--- src/rtl/wwc_pkg.sv ---
package wwc_pkg;

    typedef enum logic [1:0] {
        K_PLAIN = 2'd0,
        K_CSR   = 2'd1,
        K_MEM   = 2'd2,
        K_DESC  = 2'd3
    } tgt_kind_e;

    typedef enum logic {
        ST_EMPTY   = 1'b0,
        ST_COLLECT = 1'b1
    } col_state_e;

    localparam logic [1:0] SZ_DWORD = 2'd0;
    localparam logic [1:0] SZ_QWORD = 2'd1;
    localparam logic [1:0] SZ_OWORD = 2'd2;

endpackage

--- src/rtl/wwc_decode.sv ---
module wwc_decode
    import wwc_pkg::*;
#(
    parameter int ADDR_W     = 16,
    parameter int PAGE_BITS  = 13,
    parameter int WIDE_WORDS = 4,
    parameter int MEM_WORDS  = 2,
    parameter logic [ADDR_W-1:0]    CSR_LIMIT  = 'h0400,
    parameter logic [ADDR_W-1:0]    SRAM_BASE  = 'hF000,
    parameter logic [PAGE_BITS-1:0] DESC_OFS_A = 'h830,
    parameter logic [PAGE_BITS-1:0] DESC_OFS_B = 'hA10,
    parameter logic [PAGE_BITS-1:0] TIMER_OFS  = 'h420,
    parameter bit                   TIMER_FLUSH = 1'b1,
    localparam int IDX_W = $clog2(WIDE_WORDS)
) (
    input  logic [ADDR_W-1:0] addr,
    output tgt_kind_e         kind,
    output logic [ADDR_W-1:0] base,
    output logic [IDX_W-1:0]  idx,
    output logic              top,
    output logic              flush
);

    localparam int WSH = IDX_W + 2;
    localparam int MSH = $clog2(MEM_WORDS) + 2;
    localparam logic [ADDR_W-1:0] WIDE_ALIGN = ~ADDR_W'((1 << WSH) - 1);
    localparam logic [ADDR_W-1:0] MEM_ALIGN  = ~ADDR_W'((1 << MSH) - 1);
    localparam logic [ADDR_W-1:0] DW_ALIGN   = ~ADDR_W'(3);

    logic [PAGE_BITS-1:0] ofs;
    logic                 desc_hit;
    logic                 page0;

    assign ofs      = addr[PAGE_BITS-1:0];
    assign page0    = (addr[ADDR_W-1:PAGE_BITS] == '0);
    assign desc_hit = (ofs[PAGE_BITS-1:WSH] == DESC_OFS_A[PAGE_BITS-1:WSH]) ||
                      (ofs[PAGE_BITS-1:WSH] == DESC_OFS_B[PAGE_BITS-1:WSH]);

    always_comb begin
        kind = K_PLAIN;
        base = addr & DW_ALIGN;
        idx  = '0;
        if (desc_hit) begin
            kind = K_DESC;
            base = addr & WIDE_ALIGN;
            idx  = addr[WSH-1:2];
        end else if (addr < CSR_LIMIT) begin
            kind = K_CSR;
            base = addr & WIDE_ALIGN;
            idx  = addr[WSH-1:2];
        end else if (addr >= SRAM_BASE) begin
            kind = K_MEM;
            base = addr & MEM_ALIGN;
            idx  = IDX_W'(addr[MSH-1:2]);
        end
    end

    assign top   = desc_hit && (idx == '1);
    assign flush = TIMER_FLUSH && page0 && (ofs == TIMER_OFS);

endmodule

--- src/rtl/wwc_collect.sv ---
module wwc_collect
    import wwc_pkg::*;
#(
    parameter int ADDR_W     = 16,
    parameter int DW         = 32,
    parameter int WIDE_WORDS = 4,
    parameter int MEM_WORDS  = 2,
    localparam int IDX_W = $clog2(WIDE_WORDS),
    localparam int CW    = DW * WIDE_WORDS
) (
    input  logic              clk,
    input  logic              rst_n,
    input  logic              wr_en,
    input  logic [DW-1:0]     wr_data,
    input  tgt_kind_e         kind,
    input  logic [ADDR_W-1:0] base,
    input  logic [IDX_W-1:0]  idx,
    input  logic              top,
    input  logic              flush,
    output logic              cmt_valid,
    output logic [1:0]        cmt_size,
    output logic [ADDR_W-1:0] cmt_addr,
    output logic [CW-1:0]     cmt_data
);

    localparam logic [WIDE_WORDS-1:0] FULL_MASK = '1;
    localparam logic [WIDE_WORDS-1:0] MEM_MASK  = WIDE_WORDS'((1 << MEM_WORDS) - 1);

    col_state_e              st_q, st_d;
    logic [ADDR_W-1:0]       tgt_q, tgt_d;
    logic [WIDE_WORDS-1:0]   vm_q, vm_d;
    logic [DW-1:0]           buf_q [WIDE_WORDS];
    logic [DW-1:0]           buf_d [WIDE_WORDS];

    logic [WIDE_WORDS-1:0]   lane_sel;
    logic [WIDE_WORDS-1:0]   merged;
    logic [WIDE_WORDS-1:0]   need;
    logic                    same_tgt;
    logic                    lower_full;

    logic                    c_v;
    logic [1:0]              c_sz;
    logic [ADDR_W-1:0]       c_a;
    logic [CW-1:0]           c_dat;

    for (genvar g = 0; g < WIDE_WORDS; g++) begin : g_lane
        assign lane_sel[g] = (idx == IDX_W'(g));
    end

    assign same_tgt   = (st_q == ST_COLLECT) && (tgt_q == base);
    assign merged     = (same_tgt ? vm_q : '0) | lane_sel;
    assign need       = (kind == K_MEM) ? MEM_MASK : FULL_MASK;
    assign lower_full = same_tgt && (&vm_q[WIDE_WORDS-2:0]);

    // next-state and commit decision
    always_comb begin
        st_d  = st_q;
        tgt_d = tgt_q;
        vm_d  = vm_q;
        buf_d = buf_q;
        c_v   = 1'b0;
        c_sz  = SZ_DWORD;
        c_a   = base;
        c_dat = '0;
        if (wr_en) begin
            unique case (kind)
                K_PLAIN: begin
                    c_v   = 1'b1;
                    c_dat = CW'(wr_data);
                    if (flush) begin            // FLUSH
                        st_d = ST_EMPTY;
                        vm_d = '0;
                    end
                end
                K_DESC: begin
                    if (top) begin              // FORCE
                        c_v  = 1'b1;
                        c_sz = SZ_OWORD;
                        for (int i = 0; i < WIDE_WORDS - 1; i++) begin
                            if (lower_full) c_dat[i*DW +: DW] = buf_q[i];
                        end
                        c_dat[CW-1 -: DW] = wr_data;
                        st_d = ST_EMPTY;
                        vm_d = '0;
                    end else if (st_q == ST_EMPTY || same_tgt) begin  // START / MERGE
                        buf_d[idx] = wr_data;
                        vm_d       = merged;
                        tgt_d      = base;
                        st_d       = ST_COLLECT;
                    end
                    // otherwise DROP: nothing changes
                end
                default: begin                  // K_CSR, K_MEM
                    if (merged == need) begin   // COMPLETE
                        c_v  = 1'b1;
                        c_sz = (kind == K_MEM) ? SZ_QWORD : SZ_OWORD;
                        for (int i = 0; i < WIDE_WORDS; i++) begin
                            if (need[i]) c_dat[i*DW +: DW] = lane_sel[i] ? wr_data : buf_q[i];
                        end
                        st_d = ST_EMPTY;
                        vm_d = '0;
                    end else begin              // START / MERGE / RESTART
                        buf_d[idx] = wr_data;
                        vm_d       = merged;
                        tgt_d      = base;
                        st_d       = ST_COLLECT;
                    end
                end
            endcase
        end
    end

    // state register
    always_ff @(posedge clk) begin
        if (!rst_n) begin
            st_q  <= ST_EMPTY;
            tgt_q <= '0;
            vm_q  <= '0;
        end else begin
            st_q  <= st_d;
            tgt_q <= tgt_d;
            vm_q  <= vm_d;
        end
    end

    always_ff @(posedge clk) begin
        buf_q <= buf_d;
    end

    // commit outputs
    always_ff @(posedge clk) begin
        if (!rst_n) begin
            cmt_valid <= 1'b0;
            cmt_size  <= SZ_DWORD;
            cmt_addr  <= '0;
            cmt_data  <= '0;
        end else begin
            cmt_valid <= c_v;
            cmt_size  <= c_v ? c_sz  : SZ_DWORD;
            cmt_addr  <= c_v ? c_a   : '0;
            cmt_data  <= c_v ? c_dat : '0;
        end
    end

endmodule

--- src/rtl/wide_write_collector.sv ---
module wide_write_collector
    import wwc_pkg::*;
#(
    parameter int ADDR_W     = 16,
    parameter int DW         = 32,
    parameter int PAGE_BITS  = 13,
    parameter int WIDE_WORDS = 4,
    parameter int MEM_WORDS  = 2,
    parameter logic [ADDR_W-1:0]    CSR_LIMIT  = 'h0400,
    parameter logic [ADDR_W-1:0]    SRAM_BASE  = 'hF000,
    parameter logic [PAGE_BITS-1:0] DESC_OFS_A = 'h830,
    parameter logic [PAGE_BITS-1:0] DESC_OFS_B = 'hA10,
    parameter logic [PAGE_BITS-1:0] TIMER_OFS  = 'h420,
    parameter bit                   TIMER_FLUSH = 1'b1
) (
    input  logic                     clk,
    input  logic                     rst_n,
    input  logic                     wr_en,
    input  logic [ADDR_W-1:0]        wr_addr,
    input  logic [DW-1:0]            wr_data,
    output logic                     cmt_valid,
    output logic [1:0]               cmt_size,
    output logic [ADDR_W-1:0]        cmt_addr,
    output logic [DW*WIDE_WORDS-1:0] cmt_data
);

    localparam int IDX_W = $clog2(WIDE_WORDS);

    tgt_kind_e         dec_kind;
    logic [ADDR_W-1:0] dec_base;
    logic [IDX_W-1:0]  dec_idx;
    logic              dec_top;
    logic              dec_flush;

    wwc_decode #(
        .ADDR_W     (ADDR_W),
        .PAGE_BITS  (PAGE_BITS),
        .WIDE_WORDS (WIDE_WORDS),
        .MEM_WORDS  (MEM_WORDS),
        .CSR_LIMIT  (CSR_LIMIT),
        .SRAM_BASE  (SRAM_BASE),
        .DESC_OFS_A (DESC_OFS_A),
        .DESC_OFS_B (DESC_OFS_B),
        .TIMER_OFS  (TIMER_OFS),
        .TIMER_FLUSH(TIMER_FLUSH)
    ) u_dec (
        .addr  (wr_addr),
        .kind  (dec_kind),
        .base  (dec_base),
        .idx   (dec_idx),
        .top   (dec_top),
        .flush (dec_flush)
    );

    wwc_collect #(
        .ADDR_W     (ADDR_W),
        .DW         (DW),
        .WIDE_WORDS (WIDE_WORDS),
        .MEM_WORDS  (MEM_WORDS)
    ) u_col (
        .clk       (clk),
        .rst_n     (rst_n),
        .wr_en     (wr_en),
        .wr_data   (wr_data),
        .kind      (dec_kind),
        .base      (dec_base),
        .idx       (dec_idx),
        .top       (dec_top),
        .flush     (dec_flush),
        .cmt_valid (cmt_valid),
        .cmt_size  (cmt_size),
        .cmt_addr  (cmt_addr),
        .cmt_data  (cmt_data)
    );

endmodule

--- config.mk ---
export PLATFORM = sky130hd
export DESIGN_NAME = wide_write_collector
export DESIGN_NICKNAME = d
export VERILOG_FILES = /design/src/rtl/wwc_pkg.sv /design/src/rtl/wwc_decode.sv /design/src/rtl/wwc_collect.sv /design/src/rtl/wide_write_collector.sv
export SDC_FILE = /design/constraint.sdc
export NUM_CORES = 1
export LEC_CHECK = 0
export ABC_AREA = 0
export BUFFER_PORTS_ARGS = -buffer_cell sky130_fd_sc_hd__buf_2
export CAP_MARGIN = 0
export CORE_MARGIN = 1.5
export CORE_UTILIZATION = 49
export CTS_CLUSTER_SIZE = 24
export DETAILED_ROUTE_END_ITERATION = 10
export GPL_TIMING_DRIVEN = 0
export PLACE_DENSITY = 0.75
export SLEW_MARGIN = 20
export SYNTH_ARGS = -nofsm -noshare
export SYNTH_HDL_FRONTEND = slang
export SYNTH_SLANG_ARGS = --single-unit
--- constraint.sdc ---
create_clock -name clk -period 4.2 [get_ports clk]
set_clock_uncertainty 0.1 [all_clocks]
set_input_delay 0.21 -clock clk [delete_from_list [all_inputs] [get_ports clk]]
set_output_delay 0.21 -clock clk [all_outputs]
set_load 0.005 [all_outputs]
==> Yosys cells after proc, flatten, opt, wreduce, memory -nomap -nowiden <==
Cells that the tools add are included.
{ "word_totals": {"word_cells": 103, "ff_bits": 296, "out_inout_bits": 147} }
{ "op_classes": {"bitwise": 4, "reduce_logical": 15, "order_cmp": 4, "muxes": 54, "eq_ne": 15} }
{ "op_table": {"columns": ["cell", "n"], "rows": [
  ["128-bit 2-to-1 mux", 5],
  ["128-bit one-hot mux with 2 select lines", 2],
  ["32-bit 2-to-1 mux", 12],
  ["128-bit bitwise mux", 1],
  ["32-bit demux with 2-bit select", 1],
  ["16-bit 2-to-1 mux", 3],
  ["4-bit 2-to-1 mux", 8],
  ["16-bit one-hot mux with 2 select lines", 1],
  ["9-bit by 8-bit equality test with 1-bit output (second input constant)", 2],
  ["16-bit equality test", 1],
  ["16-bit >= comparator (second input constant)", 1],
  ["16-bit by 11-bit < comparator with 1-bit output (second input constant)", 1],
  ["2-bit 2-to-1 mux", 8],
  ["13-bit by 11-bit equality test with 1-bit output (second input constant)", 1],
  ["3-bit AND reduction", 3],
  ["2-bit equality test (second input constant)", 4],
  ["1-bit 2-to-1 mux", 8],
  ["4-bit one-hot mux with 2 select lines", 1],
  ["2-bit inequality test (second input constant)", 3],
  ["1-bit logical AND", 5],
  ["5-bit AND reduction", 1],
  ["4-bit equality test", 1],
  ["2-bit zero test", 2],
  ["4-bit OR", 1],
  ["other kinds (13)", 16]
]} }

==> Longest topological paths before layout <==
Gate-level depths: netlist (run 1).
{ "logic_depth": {"word_depth": 13, "mapped_depth": 16, "depth_no_buf": 12} }

==> By module <==
From an unflattened synthesis (run 1), not the netlist that was laid out.
{ "unflattened": {"cells_unflattened": 809, "area_unflattened_um2": 10799.1} }
{ "by_module_without_submodules": {"columns": ["mod", "area_each_um2", "seq_area_each_um2", "cells_per_inst", "n_inst"], "rows": [
  ["wwc_collect", 10558.9, 7206.9, 774, 1],
  ["wwc_decode", 240.2, 0.0, 35, 1]
]} }

==> Least setup slack after synthesis (run 1) <==
Ideal clock, no wire load.
{ "synth_timing": {"kind": "input to register", "start": "input port wr_addr[6]", "end": "register u_col.buf_q[64] in the netlist's numbering (enable)", "setup_time_ns": 0.421, "stages": 15, "path_buffers": 3, "arrival_ns": 4.132, "path_slack_ns": -0.454, "cell_sequence": "or3_1 clkbuf_1 or3_1 buf_2 nand2_1 inv_1 ha_1 inv_1 or3_1 nor3_1 nor3_2 or4_1 clkbuf_1 nand2_1 nor2_1"} }
{ "synth_via": {"elab_chain_cells": 11} }
{ "synth_lines": {"columns": ["element", "line_no", "text"], "rows": [
  ["from (decl)", "wide_write_collector.sv:19", "input logic [ADDR_W-1:0] wr_addr,"],
  ["16-bit >= comparator", "wwc_decode.sv:51", "end else if (addr >= SRAM_BASE) begin"],
  ["3-bit 2-to-1 mux", "wwc_decode.sv:51", null],
  ["4-bit 2-to-1 mux", "wwc_decode.sv:47", "end else if (addr < CSR_LIMIT) begin"],
  ["4-bit 2-to-1 mux", "wwc_decode.sv:43", "if (desc_hit) begin"],
  ["16-bit equality test", "wwc_collect.sv:50", "assign same_tgt = (st_q == ST_COLLECT) && (tgt_q == base);"],
  ["1-bit logical AND", "wwc_collect.sv:50", null],
  ["4-bit 2-to-1 mux", "wwc_collect.sv:51", "assign merged = (same_tgt ? vm_q : '0) | lane_sel;"],
  ["4-bit OR", "wwc_collect.sv:51", null],
  ["4-bit equality test", "wwc_collect.sv:94", "if (merged == need) begin"],
  ["2-bit inequality test (no line)", null, null],
  ["5-bit AND reduction (no line) (*)", null, null],
  ["to (signal assigned)", "wwc_collect.sv:127", "buf_q <= buf_d;"],
  ["to (decl)", "wwc_collect.sv:32", "logic [DW-1:0] buf_q [WIDE_WORDS];"]
]} }
Mark *: on every way between the ends. The rest lies on a longest branch, timed or not.
A chain may end at the register's enable or synchronous reset.

==> Worst setup path in the final report (run 1) <==
{ "layout_timing": {"start": "input port wr_addr[5]", "end": "register u_col.buf_q[92] in the netlist's numbering (enable)"} }
The elaborated chain is that of the path after synthesis.

==> run_results.csv, run 1 <==
group,metric,value,unit
outcome,outcome,"finished, final reports clean",
place,place.gp.congestion,0.840,
final_layout,instances_no_fill,1303,
critical_path,r2r_cells,8,
final_layout,final_layout_size_suffix_gt1_share,27.3,%
grt,grt_max_degree,21,
critical_path,startpoint_type,"input port",
critical_path,crit_required,4.39,ns
final_layout,diodes,0,
critical_path,crit_type,"in2reg",
clocking,insertion_delay,0.54,ns
synth,async_flop_share,0,%
critical_path,worst_path_max_delay_cell,"xnor2_1",
place,io_buffers,194,
place,dp_hpwl,16500,um
final_layout,multi_input_area,0.00294,mm2
job,drv_cap,0,
die,dieArea,0.0218,mm2
timing,fmax,0.250,GHz
timing,setup_tns,0,ns
synth,syn_avg_cell_area,14.0,um2
route,drtIter0Drc,516,
timing,setup_viol,0,
final_layout,fillers,1520,
final_layout,final_common_cell,"buf_2",
timing,rsz0062_at_grt,"yes",
final_layout,final_nets,1064,
route,final_antenna_net_count,0,
synth,synth_ff_type,"dfxtp_1",
timing,final_hold_viol_count,0,
synth,synth_top_area_share,37.5,%
grt,antenna_found_initial,0,
grt,grt_pass1_vias,7123,
die,start_util,50.3,%
clocking,cts_inserted_buffers,29,
route,post_drt_wl_per_cell,19.7,um
final_layout,seqCellArea,0.00713,mm2
synth,synth_edf_count,128,
grt,grt_pass1_wl,39800,um
hold_path,hold_path_depth,5,
final_layout,most-common-layout-cells,"195 x buf_2, 164 x dfxtp_1, 128 x edfxtp_1",
pwr,seqPwrFrac,52.3,%
synth,syn_area,0.0103,mm2
pwr,power.leakage,0.00540,uW
pwr,p_switching,1200,uW
final_layout,fin_area,0.0132,mm2
clocking,cts-root-buf,"clkbuf_16",
timing,maxSlewHeadroom,35.5,%
clocking,cts_buffer_depth,3,
critical_path,crit_chain,"buf_2, xnor2_1, or3_1, buf_2, nand2_1, inv_1, ha_1, inv_1, or3_1, nor3_1, nor3_2, or4_1, clkbuf_1, nand2_1, nor2_4, buf_16",
die,rows,52,
pwr,clkPwrFrac,43.2,%
clocking,path_clk_slew,0.06,ns
synth,yosysUniqueCellTypes,53,
critical_path,arrival,4.19,ns
timing,period_share,95.1,%
critical_path,slowest_delay,0.52,ns
critical_path,end_kind,"flop",
clocking,cts.sinks,292,
die,die_x,148,um
synth,synth-seq-cells,292,
grt,overflow,0,
die,die_h,148,um
timing,finalCriticalPeriod,3.99,ns
timing,slew_violations,0,
clocking,cts_max_level,1,
pwr,ir_drop,348,uV
timing,worst_pin_slew,0.957,ns
route,vias,7318,
pwr,switching_share,20.9,%
synth,synth.area.top_cells,"edfxtp_1 37%, dfxtp_1 32%, a22o_1 8.2%",
route,drc,0,
synth,yosys_warnings,0,
route,vias_per_cell,5.62,
route,routed_wirelength,25700,um
final_layout,area_growth,29.1,%
clocking,cts_tree,"done",
hold_path,hold_class,"in2reg",
place,place_area,0.0117,mm2
synth,yosysTopAreaCell,"edfxtp_1",
pwr,power.density,435,mW/mm2
die,core-area,0.0204,mm2
critical_path,cp_max_fo,20,
place,dp_cells,1201,
pwr,power.internal,4550,uW
pwr,p_comb_share,4.5,%
synth,yosysSeqAreaShare,69.5,%
grt,grt_use_total,23.5,%
synth,syn-instance-count,732,
route,dr.pass1.iters,5,
die,io_pins,198,
repair_timing:
| action | CTS | global route |
|---|---|---|
| hold buffers | 45 | 0 |
| gates resized for setup | 3 | 6 |
| pin swaps | 4 | 1 |
| buffers inserted | 3 | 1 |
| endpoints found under the setup margin | 103 | 168 |
| hold endpoints to repair | 260 | 0 |
per-stage QoR:
step	util, %	hold slack [ns]	setup slack (ns)	total power, uW
2_1_floorplan	-	0.209	-0.454	3170
3_3_place_gp	56.8	0.338	-2.27	3280
3_5_place_dp	57.5	0.341	-0.654	3290
4_1_cts	64.7	0.0319	0.0211	5780
5_1_grt	65.0	0.0772	-0.0227	5950
6_report	65.0	0.0858	0.206	5750
flip-flops by register name, indices dropped and copies added, names as in the netlist:
| name | flops |
|---|---|
| u_col.buf_q | 128 |
| u_col.cmt_addr | 14 |
| u_col.cmt_data | 128 |
| u_col.cmt_size | 2 |
| u_col.cmt_valid | 1 |
| u_col.st_q | 1 |
| u_col.tgt_q | 14 |
| u_col.vm_q | 4 |
path summary, 6_finish.rpt:
check / start / end / slack (ns)
worst max-delay path: wr_addr[5] / u_col.buf_q[92] / 0.21
worst min-delay path: wr_en / u_col.st_q / 0.09
worst max register to register: u_col.tgt_q[7] / u_col.cmt_data[19] / 0.95
worst min register to register: u_col.buf_q[92] / u_col.cmt_data[60] / 0.35
cell type report:
cell class	instances	share of cell area, %
plain buffers	51	1.94
clock buffers	43	6.33
clock inverters	11	0.718
inverters	8	0.227
multi-input cells	381	22.2
flip-flops and latches	292	53.8
well taps	270	2.55
repair buffers	247	12.2
cells in the mapped netlist (all sizes together) (2+ instances only):
| master | number |
|---|---|
| edfxtp | 128 |
| a22o | 96 |
| a21boi | 4 |
| o21a | 2 |
| xnor2 | 13 |
| or3 | 5 |
| nor2 | 11 |
| mux2i | 32 |
| o22ai | 34 |
| a22oi | 32 |
| nor4 | 8 |
| buf | 12 |
| o41ai | 3 |
| nand2b | 4 |
| o32ai | 3 |
| clkbuf | 40 |
| and4 | 2 |
| nand2 | 12 |
| nand3b | 2 |
| nor3 | 10 |
| or2 | 4 |
| o21ai | 17 |
| nand4 | 11 |
| dfxtp | 164 |
| and2 | 13 |
| inv | 8 |
| or4 | 2 |
| o31ai | 2 |
| a21oi | 18 |
| ha | 3 |
| nand3 | 20 |
layer usage:
layer,GRT usage [%],share of wire (%)
met1,31.8,42
met2,38.1,48
met4,5.70,1.7
met5,0,0
met3,6.11,9.1
worst max-delay path: cells and delay by family:
family | cells | cell delay [ns]
xor gates and xnor gates | 1 | 0.52
adders and majority gates | 1 | 0.28
buffers and inverters | 6 | 1.03
and+or+nand+nor | 8 | 2.13
power groups by stage:
stage / logic (uW) / clock network [uW] / registers (uW)
floorplan: 98.4 / 0 / 3070
global placement: 212 / 0 / 3070
detailed placement: 220 / 0 / 3070
CTS: 256 / 2520 / 3010
global route: 283 / 2660 / 3010
finish: 260 / 2490 / 3010
cell families (layout without fill, tap and decap cells):
logic type	Yosys count	in the layout	share of synthesized area (%)
flip-flops	292	292	69.5
AO/OA/AOI/OAI	220	220	16.8
multiplexers	32	32	3.12
buffers and inverters	60	360	2.83
other	1	2	0.0366
AND/OR/NAND/NOR	111	111	6.24
adder cells (fa/ha/maj)	3	3	0.366
XOR/XNOR	13	13	1.11
Note: power is estimated with default switching activity, not from simulation.
==> run 2: changes to the inputs <==
- CORE_UTILIZATION: 49 -> 51
- CTS_BUF_LIST: not set -> sky130_fd_sc_hd__clkbuf_8
- PLACE_DENSITY: 0.75 -> 0.77
==> run_results.csv, run 2 (synthesized netlist as in run 1, its figures left out) <==
group,metric,value,unit
hold_path,hold_class,"in2reg",
timing,maxSlewHeadroom,25.0,%
critical_path,crit_required,4.39,ns
route,dr.pass1.iters,5,
timing,worst_pin_slew,1.11,ns
hold_path,hold_path_end,"u_col.st_q",
final_layout,fillers,1479,
route,drtIter0Drc,561,
critical_path,r2r_start,"u_col.tgt_q[15]",
hold_path,hold_path_depth,5,
clocking,cts_max_level,2,
die,start_util,52.3,%
timing,slew_violations,0,
final_layout,final_layout_size_suffix_gt1_share,28.1,%
final_layout,final_nets,1086,
clocking,cts-root-buf,"clkbuf_8",
final_layout,fin_area,0.0131,mm2
route,final_antenna_net_count,0,
route,post_drt_wl_per_cell,19.7,um
timing,worst_slack,0.236,ns
outcome,outcome,"finished, final reports clean",
critical_path,arrival,4.15,ns
grt,grt_pass1_vias,7211,
grt,grt_use_total,24.9,%
final_layout,reg.largest.list,"u_col.buf_q: 128 flops, u_col.cmt_data: 128 flops",
place,place_area,0.0117,mm2
timing,finalCriticalPeriod,3.96,ns
place,place.gp.congestion,0.862,
critical_path,r2r_slack,0.63,ns
grt,antenna_found_initial,0,
place,place_ws,-0.638,ns
route,drc,0,
clocking,insertion_delay,0.55,ns
place,io_buffers,194,
clocking,path_clk_slew,0.06,ns
die,rows,51,
timing,rsz0062_at_grt,"no",
grt,overflow,0,
critical_path,crit_type,"in2reg",
critical_path,r2r_cells,8,
timing,setup_tns,0,ns
clocking,cts_buffer_depth,3,
route,met3_length,1910,um
hold_path,hold_start,"wr_en",
timing,final_hold_viol_count,0,
route,met1_length,11100,um
die,dieArea,0.0210,mm2
route,vias,7472,
place,dp_hpwl,16200,um
die,die_h,145,um
die,core-area,0.0196,mm2
clocking,cts_tree,"done",
grt,grt_pass1_wl,39300,um
die,die_x,145,um
critical_path,end_kind,"flop",
pwr,power.leakage,0.00546,uW
critical_path,cp_max_fo,19,
die,io_pins,198,
clocking,cts.sinks,292,
timing,setup_viol,0,
timing,hold_ws,0.0767,ns
critical_path,startpoint_type,"input port",
final_layout,diodes,0,
route,routed.top_layer,"met4",
route,routed_wirelength,26200,um
grt,grt_max_degree,23,
clocking,cts_inserted_buffers,45,
final_layout,area_growth,27.9,%
pwr,power.density,413,mW/mm2
critical_path,r2r_end,"u_col.cmt_data[3]",
timing,fmax,0.252,GHz
timing,period_share,94.4,%
pwr,ir_drop,326,uV
final_layout,most-common-layout-cells,"195 x buf_2, 164 x dfxtp_1, 128 x edfxtp_1",
job,drv_cap,0,
route,vias_per_cell,5.61,
final_layout,final_common_cell,"buf_2",
route,wl_met2,12500,um
-- run 2: changes by cell type in the layout (fill, tap and decap cells not counted), moves of 2 or more --
cell / delta
clkbuf_8: +44
clkbuf_16: -29
inv_1: +19
clkbuf_1: -8
buf_4: +7
clkinv_2: +4
buf_16: -2
clkinv_1: +2
nor3_1: +2
nor3_2: -2
-- run 2: report_power, final --
| part | internal (uW) | total, uW | switching (uW) |
|---|---|---|---|
| sequential | 2990 | 3010 | 11.7 |
| combinational | 114 | 262 | 149 |
| clock | 1100 | 2150 | 1050 |
-- run 2: cell type report --
class / instances / area [um2] / area share, %
inverters: 8 / 30.0 / 0.229
well taps: 265 / 332 / 2.53
clock buffers: 50 / 688 / 5.25
multi-input cells: 381 / 2930 / 22.3
clock inverters: 32 / 139 / 1.06
plain buffers: 52 / 262 / 1.99
repair buffers: 252 / 1610 / 12.3
flip-flops and latches: 292 / 7130 / 54.4
-- run 2: what timing repair did --
item | 4_1_cts | 5_1_grt
pin swaps | 1 | 4
endpoints found under the hold margin | 271 | 0
hold buffers | 45 | 0
gates resized for setup | 2 | 7
setup buffers | 2 | 7
setup endpoints to repair | 14 | 245
-- run 2: how the worst max path moves through the flow --
stage	startpoint	end	slack, ns	cells past startpoint
after detailed placement	wr_addr[6]	u_col.cmt_data[106]	-0.64	13
after CTS	wr_addr[6]	u_col.buf_q[11]	0.03	17
after floorplan	wr_addr[6]	u_col.buf_q[64]	-0.45	15
after global routing	wr_addr[6]	u_col.cmt_data[52]	0.03	14
after global placement	wr_addr[6]	u_col.buf_q[49]	-2.24	16
final	wr_addr[6]	u_col.buf_q[15]	0.24	16
-- run 2: layer usage --
metal | GRT usage [%] | vias to the layer above
met5 | 0 | -
met4 | 10.6 | 0
met3 | 6.19 | 51
met2 | 39.6 | 313
met1 | 32.5 | 3646
li1 | - | 3462
-- run 2: per-stage QoR --
step | instances | power [uW] | utilization [%]
6_report | 1332 | 5420 | 66.9
5_1_grt | 1332 | 5620 | 66.9
4_1_cts | 1325 | 5460 | 66.4
3_5_place_dp | 1196 | 3290 | 59.6
3_3_place_gp | 1192 | 3280 | 59.0
2_1_floorplan | 733 | 3170 | -
-- run 2: critical path: stages --
cell	delay, ns
buf_2	0.12
or3_1	0.40
clkbuf_1	0.21
or3_1	0.39
buf_2	0.17
nand2_1	0.14
ha_1	0.27
inv_1	0.09
or3_1	0.31
nor3_1	0.31
nor3_2	0.13
or4_1	0.51
clkbuf_1	0.18
nand2_1	0.36
nor2_4	0.12
buf_16	0.19
